## config.mk

```make
export PLATFORM = sky130hd
export DESIGN_NAME = biss_slave_tx
export DESIGN_NICKNAME = d
export VERILOG_FILES = /design/src/rtl/biss_pkg.sv /design/src/rtl/biss_ma_front.sv /design/src/rtl/biss_crc6.sv /design/src/rtl/biss_tx_seq.sv /design/src/rtl/biss_slave_tx.sv
export SDC_FILE = /design/constraint.sdc
export NUM_CORES = 1
export LEC_CHECK = 0
export ABC_AREA = 1
export BUFFER_PORTS_ARGS = -buffer_cell sky130_fd_sc_hd__buf_2
export CORE_UTILIZATION = 45
export CTS_BUF_LIST = sky130_fd_sc_hd__clkbuf_8
export DETAILED_ROUTE_END_ITERATION = 10
export GPL_TIMING_DRIVEN = 0
export REMOVE_ABC_BUFFERS = 1
export SLEW_MARGIN = 20
export SYNTH_ARGS = -nofsm -noshare
export SYNTH_HDL_FRONTEND = slang
export SYNTH_SLANG_ARGS = --single-unit
```

## constraint.sdc

```tcl
create_clock -name clk_i -period 2.3 [get_ports clk_i]
set_clock_uncertainty 0.15 [all_clocks]
set_input_delay 0.575 -clock clk_i [delete_from_list [all_inputs] [get_ports clk_i]]
set_output_delay 0.575 -clock clk_i [all_outputs]
set_load 0.005 [all_outputs]
```

## src/rtl/biss_pkg.sv

```systemverilog
package biss_pkg;
  localparam int CRC_W = 6;
  localparam logic [CRC_W-1:0] CRC_POLY = 6'h03; // x^6 + x + 1, top term implicit

  typedef enum logic [2:0] {
    ST_IDLE,
    ST_ACK,
    ST_BUSY,
    ST_SEND,
    ST_TAIL,
    ST_REARM
  } tx_state_e;
endpackage

```

## src/rtl/biss_ma_front.sv

```systemverilog
module biss_ma_front #(
  parameter int SYNC_STAGES = 2,
  parameter int TIMEOUT_CYC = 125
) (
  input  logic clk_i,
  input  logic rst_ni,
  input  logic ma_i,
  output logic ma_lvl_o,
  output logic rise_o,
  output logic tmo_o
);
  localparam int CNT_W = $clog2(TIMEOUT_CYC + 1);
  localparam logic [CNT_W-1:0] CNT_SAT  = CNT_W'(TIMEOUT_CYC);
  localparam logic [CNT_W-1:0] CNT_LAST = CNT_W'(TIMEOUT_CYC - 1);

  logic [SYNC_STAGES-1:0] sync_q;
  logic                   ma_d_q;
  logic [CNT_W-1:0]       cnt_q;
  logic                   ma_s, edge_s;

  generate
    if (SYNC_STAGES == 1) begin : g_sync1
      always_ff @(posedge clk_i or negedge rst_ni)
        if (!rst_ni) sync_q <= '1;
        else         sync_q <= ma_i;
    end else begin : g_syncn
      always_ff @(posedge clk_i or negedge rst_ni)
        if (!rst_ni) sync_q <= '1;
        else         sync_q <= {sync_q[SYNC_STAGES-2:0], ma_i};
    end
  endgenerate

  assign ma_s   = sync_q[SYNC_STAGES-1];
  assign edge_s = ma_s ^ ma_d_q;

  always_ff @(posedge clk_i or negedge rst_ni) begin
    if (!rst_ni) begin
      ma_d_q <= 1'b1;
      cnt_q  <= CNT_SAT; // start saturated: no timeout out of reset
    end else begin
      ma_d_q <= ma_s;
      if (edge_s)              cnt_q <= '0;
      else if (cnt_q != CNT_SAT) cnt_q <= cnt_q + 1'b1;
    end
  end

  assign ma_lvl_o = ma_s;
  assign rise_o   = ma_s & ~ma_d_q;
  assign tmo_o    = ~edge_s & (cnt_q == CNT_LAST);

  p_tmo_pulse_r7: assert property (@(posedge clk_i) disable iff (!rst_ni)
    tmo_o |=> !tmo_o);
  p_tmo_needs_rest_r7: assert property (@(posedge clk_i) disable iff (!rst_ni)
    rise_o |=> !tmo_o);
endmodule

```

## src/rtl/biss_crc6.sv

```systemverilog
module biss_crc6 #(
  parameter int DATA_W = 18
) (
  input  logic [DATA_W-1:0]          data_i,
  output logic [biss_pkg::CRC_W-1:0] crc_o
);
  import biss_pkg::*;

  always_comb begin
    logic [CRC_W-1:0] r;
    logic             fb;
    r = '0;
    for (int i = DATA_W - 1; i >= 0; i--) begin
      fb = r[CRC_W-1] ^ data_i[i];
      r  = {r[CRC_W-2:0], 1'b0};
      if (fb) r = r ^ CRC_POLY;
    end
    crc_o = r;
  end
endmodule

```

## src/rtl/biss_tx_seq.sv

```systemverilog
module biss_tx_seq #(
  parameter int POS_W    = 16,
  parameter int BUSY_CYC = 4
) (
  input  logic                       clk_i,
  input  logic                       rst_ni,
  input  logic                       rise_i,
  input  logic                       tmo_i,
  input  logic                       ma_lvl_i,
  input  logic [POS_W-1:0]           pos_i,
  input  logic                       err_i,
  input  logic                       warn_i,
  input  logic [biss_pkg::CRC_W-1:0] crc_i,
  output logic                       sl_o,
  output logic                       cdm_o
);
  import biss_pkg::*;

  localparam int FRAME_W = 2 + POS_W + 2 + CRC_W;
  localparam int FCNT_W  = $clog2(FRAME_W + 1);
  localparam int BCNT_W  = $clog2(BUSY_CYC + 2);
  localparam logic [FCNT_W-1:0] FRAME_LAST = FCNT_W'(FRAME_W);
  localparam logic [BCNT_W-1:0] BUSY_LAST  = BCNT_W'(BUSY_CYC);
  localparam int POS_TOP = FRAME_W - 3;

  tx_state_e          state_q;
  logic [FRAME_W-1:0] frame_q;
  logic [FCNT_W-1:0]  bit_cnt_q;
  logic [BCNT_W-1:0]  busy_cnt_q;
  logic               sl_q, cdm_q;
  logic               active;

  assign active = (state_q != ST_IDLE) && (state_q != ST_REARM);

  always_ff @(posedge clk_i or negedge rst_ni) begin
    if (!rst_ni) begin
      state_q    <= ST_IDLE;
      frame_q    <= '0;
      bit_cnt_q  <= '0;
      busy_cnt_q <= '0;
      sl_q       <= 1'b1;
      cdm_q      <= 1'b0;
    end else if (tmo_i && active) begin
      cdm_q   <= ma_lvl_i;
      sl_q    <= 1'b1;
      state_q <= ma_lvl_i ? ST_IDLE : ST_REARM;
    end else begin
      unique case (state_q)
        ST_IDLE: if (rise_i) begin
          frame_q <= {1'b1, cdm_q, pos_i, err_i, warn_i, ~crc_i};
          state_q <= ST_ACK;
        end
        ST_ACK: if (rise_i) begin
          sl_q       <= 1'b0;
          busy_cnt_q <= '0;
          state_q    <= ST_BUSY;
        end
        ST_BUSY: if (rise_i) begin
          if (busy_cnt_q == BUSY_LAST) begin
            sl_q      <= frame_q[FRAME_W-1];
            frame_q   <= {frame_q[FRAME_W-2:0], 1'b0};
            bit_cnt_q <= FCNT_W'(1);
            state_q   <= ST_SEND;
          end else begin
            busy_cnt_q <= busy_cnt_q + 1'b1;
          end
        end
        ST_SEND: if (rise_i) begin
          if (bit_cnt_q == FRAME_LAST) begin
            sl_q    <= 1'b0;
            state_q <= ST_TAIL;
          end else begin
            sl_q      <= frame_q[FRAME_W-1];
            frame_q   <= {frame_q[FRAME_W-2:0], 1'b0};
            bit_cnt_q <= bit_cnt_q + 1'b1;
          end
        end
        ST_TAIL: ;
        ST_REARM: if (ma_lvl_i) state_q <= ST_IDLE;
        default: state_q <= ST_IDLE;
      endcase
    end
  end

  assign sl_o  = sl_q;
  assign cdm_o = cdm_q;

  p_capture_r1: assert property (@(posedge clk_i) disable iff (!rst_ni)
    (state_q == ST_IDLE && rise_i) |=>
      (frame_q[POS_TOP -: POS_W] == $past(pos_i)) && sl_o);
  p_ack_low_r2: assert property (@(posedge clk_i) disable iff (!rst_ni)
    (state_q == ST_ACK && rise_i && !tmo_i) |=> !sl_o);
  p_sl_edge_only_r4: assert property (@(posedge clk_i) disable iff (!rst_ni)
    (!rise_i && !tmo_i) |=> $stable(sl_o));
  p_cdm_on_tmo_r7: assert property (@(posedge clk_i) disable iff (!rst_ni)
    !tmo_i |=> $stable(cdm_o));
  p_idle_after_tmo_r8: assert property (@(posedge clk_i) disable iff (!rst_ni)
    (tmo_i && active) |=> sl_o && (cdm_o == $past(ma_lvl_i)));
  p_tail_low_r9: assert property (@(posedge clk_i) disable iff (!rst_ni)
    (state_q == ST_TAIL && !tmo_i) |=> !sl_o);
endmodule

```

## src/rtl/biss_slave_tx.sv

```systemverilog
module biss_slave_tx #(
  parameter int POS_W       = 16,
  parameter int BUSY_CYC    = 4,
  parameter int TIMEOUT_CYC = 125,
  parameter int SYNC_STAGES = 2
) (
  input  logic             clk_i,
  input  logic             rst_ni,
  input  logic             ma_i,
  input  logic [POS_W-1:0] pos_i,
  input  logic             err_i,
  input  logic             warn_i,
  output logic             sl_o,
  output logic             cdm_o
);
  import biss_pkg::*;

  logic             ma_lvl, rise, tmo;
  logic [CRC_W-1:0] crc;

  biss_ma_front #(
    .SYNC_STAGES(SYNC_STAGES),
    .TIMEOUT_CYC(TIMEOUT_CYC)
  ) u_front (
    .clk_i   (clk_i),
    .rst_ni  (rst_ni),
    .ma_i    (ma_i),
    .ma_lvl_o(ma_lvl),
    .rise_o  (rise),
    .tmo_o   (tmo)
  );

  biss_crc6 #(
    .DATA_W(POS_W + 2)
  ) u_crc (
    .data_i({pos_i, err_i, warn_i}),
    .crc_o (crc)
  );

  biss_tx_seq #(
    .POS_W   (POS_W),
    .BUSY_CYC(BUSY_CYC)
  ) u_seq (
    .clk_i   (clk_i),
    .rst_ni  (rst_ni),
    .rise_i  (rise),
    .tmo_i   (tmo),
    .ma_lvl_i(ma_lvl),
    .pos_i   (pos_i),
    .err_i   (err_i),
    .warn_i  (warn_i),
    .crc_i   (crc),
    .sl_o    (sl_o),
    .cdm_o   (cdm_o)
  );
endmodule

```

==> impl_metrics.yaml <==
outcome:
  status: "complete, no violations"
critical_path:
  worstPathRequired_ns: 2.40
  worstRegToRegCells: 10
  reg2reg_to: "u_seq.frame_q[11]$_DFFE_PN0P_"
  arrival_ns: 2.27
  cp_max_fo: 45
  crit_type: "reg -> reg"
  endpoint_kind: "register"
  r2r-start: "u_seq.state_q[2]$_DFFE_PN0P_"
  critPathLaunchType: "register"
  r2r_slack_ns: 0.13
logic_synthesis:
  syn_avg_cell_area_um2: 7.90
  yosys_warnings: 0
  seq_area_frac_synth: 0.384
  synthesis.area_um2: 3220
  synth_cells: 408
  yosysUniqueCellTypes: 38
  synth_seq_cells: 49
clock_network:
  cts.htree.levels: 2
  cts_buffers: 5
  cts_tree: "yes"
  clock-sinks: 49
  path_clk_slew_ns: 0.10
  clkLatencyLatePin_ns: 0.31
  cts_root_buf: "clkbuf_8"
  clock_path_buffers: 2
floorplanning:
  initial_core_util: 0.469
  die_h_um: 86.6
  die_x_um: 86.6
  die_area_um2: 7510
  ios: 23
  core_um2: 6870
  num_rows: 30
power:
  leakagePower_uw: 0.00175
  power_density_nw_per_um2: 1220
  peakVddDrop_v: 0.000607
  finalPower_uw: 4340
timing:
  fin_crit_ns: 2.17
  slew_headroom: 0.474
  rsz0062_at_grt: "false"
  timing.final.ws_setup_ns: 0.129
  worst_slew_pin_slew_ns: 0.788
  final-max-slew-violation-count: 0
  setup_violations: 0
  timing.final.crit_share: 0.944
  max_clock_freq_mhz: 461
  timing.final.hold_violations: 0
  final.setup.tns_ns: 0
global_route:
  grt-ovfl-total: 0
  grtUsageTotal: 0.192
  grt_start_max_net_pins: 50
  grt_pass1_vias: 2475
  antenna_found_initial: 0
  grt_pass1_wl_um: 11300
finish:
  n_antenna_cell: 0
  layout.nets: 462
  drive_gt1_frac: 0.212
  final_common_cell: "nand2_1"
  most-common-layout-cells: "nand2_1 (117), inv_1 (60), dfrtp_1 (39), nand3_1 (31), nor2_1 (23)"
  area_growth_syn_to_layout_pct: 10.2
  fill_cells: 663
worst_hold_path:
  hold_class: "in -> async"
placement:
  dp_worst_setup_slack_ns: -0.288
  port_buffers: 22
  gp_congestion: 0.817
  dpl.hpwl_um: 4410
drt:
  drcViolationCount: 0
  drt-vias-per-instance: 5.04
  num_vias: 2673
  drtIter0Drc: 134
  dr.pass1.iters: 4
  wl_um: 6520
  ant_nets: 0
  wl_per_cell_um: 12.3
run:
  cap_violations: 0
-- where the power goes --
group | internal [µW] | switching, µW
logic | 818 | 1520
registers | 1190 | 174
clock network | 326 | 312
total | 2340 | 2000
-- synthesized netlist by cell type --
library cell	number	area, µm²
nor3_1	1	5.00
nand2_2	1	6.26
o22ai_1	1	6.26
xnor2_1	4	35.0
nand3b_4	1	20.0
nor2_4	3	33.8
clkinv_1	1	3.75
nand3b_1	2	15.0
ha_1	8	100
o211ai_2	16	200
xor2_1	6	52.6
o21ai_0	17	85.1
buf_2	2	10.0
o31ai_1	4	30.0
nor2_1	23	86.3
nand2_4	2	22.5
inv_6	1	8.76
nand3_1	31	155
o2111ai_1	1	8.76
buf_12	2	40.0
dfstp_2	10	263
clkbuf_1	2	7.51
a22o_1	1	8.76
nand4_1	3	18.8
buf_6	2	22.5
inv_1	60	225
or2_1	1	6.26
a21oi_1	7	35.0
dfrtp_1	39	976
a31oi_1	2	12.5
o21ai_1	6	30.0
o211ai_1	7	52.6
a211oi_2	1	12.5
nor2_8	1	20.0
nand2_1	117	439
or3_1	1	6.26
inv_2	4	15.0
o21ai_2	17	149
-- metal layers --
| metal | vias to the layer above | GRT usage | part of all wire | wire length, µm |
|---|---|---|---|---|
| met5 | - | 0 | 0 | 0 |
| met4 | 0 | 0.0500 | 0.0091 | 59 |
| met3 | 6 | 0.0314 | 0.034 | 223 |
| met2 | 40 | 0.314 | 0.46 | 3030 |
| met1 | 1242 | 0.265 | 0.49 | 3210 |
| li1 | 1385 | - | - | - |
-- state kept, by name (all words and copies together), names as in the netlist --
signal and cells:
u_seq.bit_cnt_q 5, u_seq.sl_o 1, u_front.ma_d_q 1, u_seq.busy_cnt_q 3
u_front.cnt_q 7, u_front.sync_q 2, u_seq.state_q 3, u_seq.cdm_o 1
u_seq.frame_q 26
-- worst max-delay path: stages, from the launching register on --
cell      delay, ns
dfrtp_1        0.69
nor2_8         0.15
nand2_4        0.11
inv_2          0.06
nand2_4        0.07
o21ai_2        0.08
nor2_4         0.13
nand3b_4       0.17
inv_16         0.22
o211ai_1       0.15
o21ai_1        0.12
-- worst max path at each step --
| stage | startpoint | endpoint | slack (ns) | depth (start not counted) |
|---|---|---|---|---|
| 2_1_floorplan | u_seq.state_q[2]$_DFFE_PN0P_ | u_seq.frame_q[10]$_DFFE_PN0P_ | 0.13 | 8 |
| 3_3_place_gp | u_seq.state_q[2]$_DFFE_PN0P_ | u_seq.frame_q[11]$_DFFE_PN0P_ | -0.28 | 8 |
| 3_5_place_dp | u_seq.state_q[2]$_DFFE_PN0P_ | u_seq.frame_q[11]$_DFFE_PN0P_ | -0.29 | 8 |
| 4_1_cts | u_seq.state_q[2]$_DFFE_PN0P_ | u_seq.frame_q[11]$_DFFE_PN0P_ | 0.003 | 8 |
| 5_1_grt | u_seq.state_q[2]$_DFFE_PN0P_ | u_seq.frame_q[11]$_DFFE_PN0P_ | 0.003 | 8 |
| 6_report | u_seq.state_q[2]$_DFFE_PN0P_ | u_seq.frame_q[11]$_DFFE_PN0P_ | 0.13 | 10 |
-- layout make-up --
cell class	instances	area, µm²	share of cell area
Tap cell	96	120	0.0338
Sequential cell	49	1240	0.349
Clock inverter	3	46.3	0.0130
Clock buffer	5	68.8	0.0194
Inverter	66	264	0.0743
Multi-Input combinational cell	287	1690	0.475
Timing Repair Buffer	24	128	0.0359
-- what timing repair did --
action | CTS | global route
hold buffers | 0 | 0
pin swaps | 2 | 3
resized for setup | 3 | 2
setup endpoints to repair | 31 | 25
cloned | 1 | 1
setup buffers | 1 | 1
-- stage by stage --
| stage | area (µm²) | hold slack [ns] | std cells | util |
|---|---|---|---|---|
| after global placement | 3370 | 0.196 | 518 | 0.491 |
| after global routing | 3550 | 0.175 | 530 | 0.517 |
| final | 3550 | 0.124 | 530 | 0.517 |
| after floorplan | 3140 | 0.129 | 400 | - |
| after CTS | 3520 | 0.152 | 528 | 0.513 |
| after detailed placement | 3380 | 0.206 | 518 | 0.492 |
-- cell families (layout without fill, tap and decap cells) --
logic type / Yosys count / count (layout) / share of synthesized area
AOI/OAI and AO/OA: 80 / 80 / 0.196
buffers and inverters: 74 / 98 / 0.103
DFF: 49 / 49 / 0.384
adders and majority gates: 8 / 8 / 0.0310
xor gates and xnor gates: 10 / 10 / 0.0272
and+or+nand+nor: 187 / 189 / 0.259
Power figures use the tool's default switching activity.
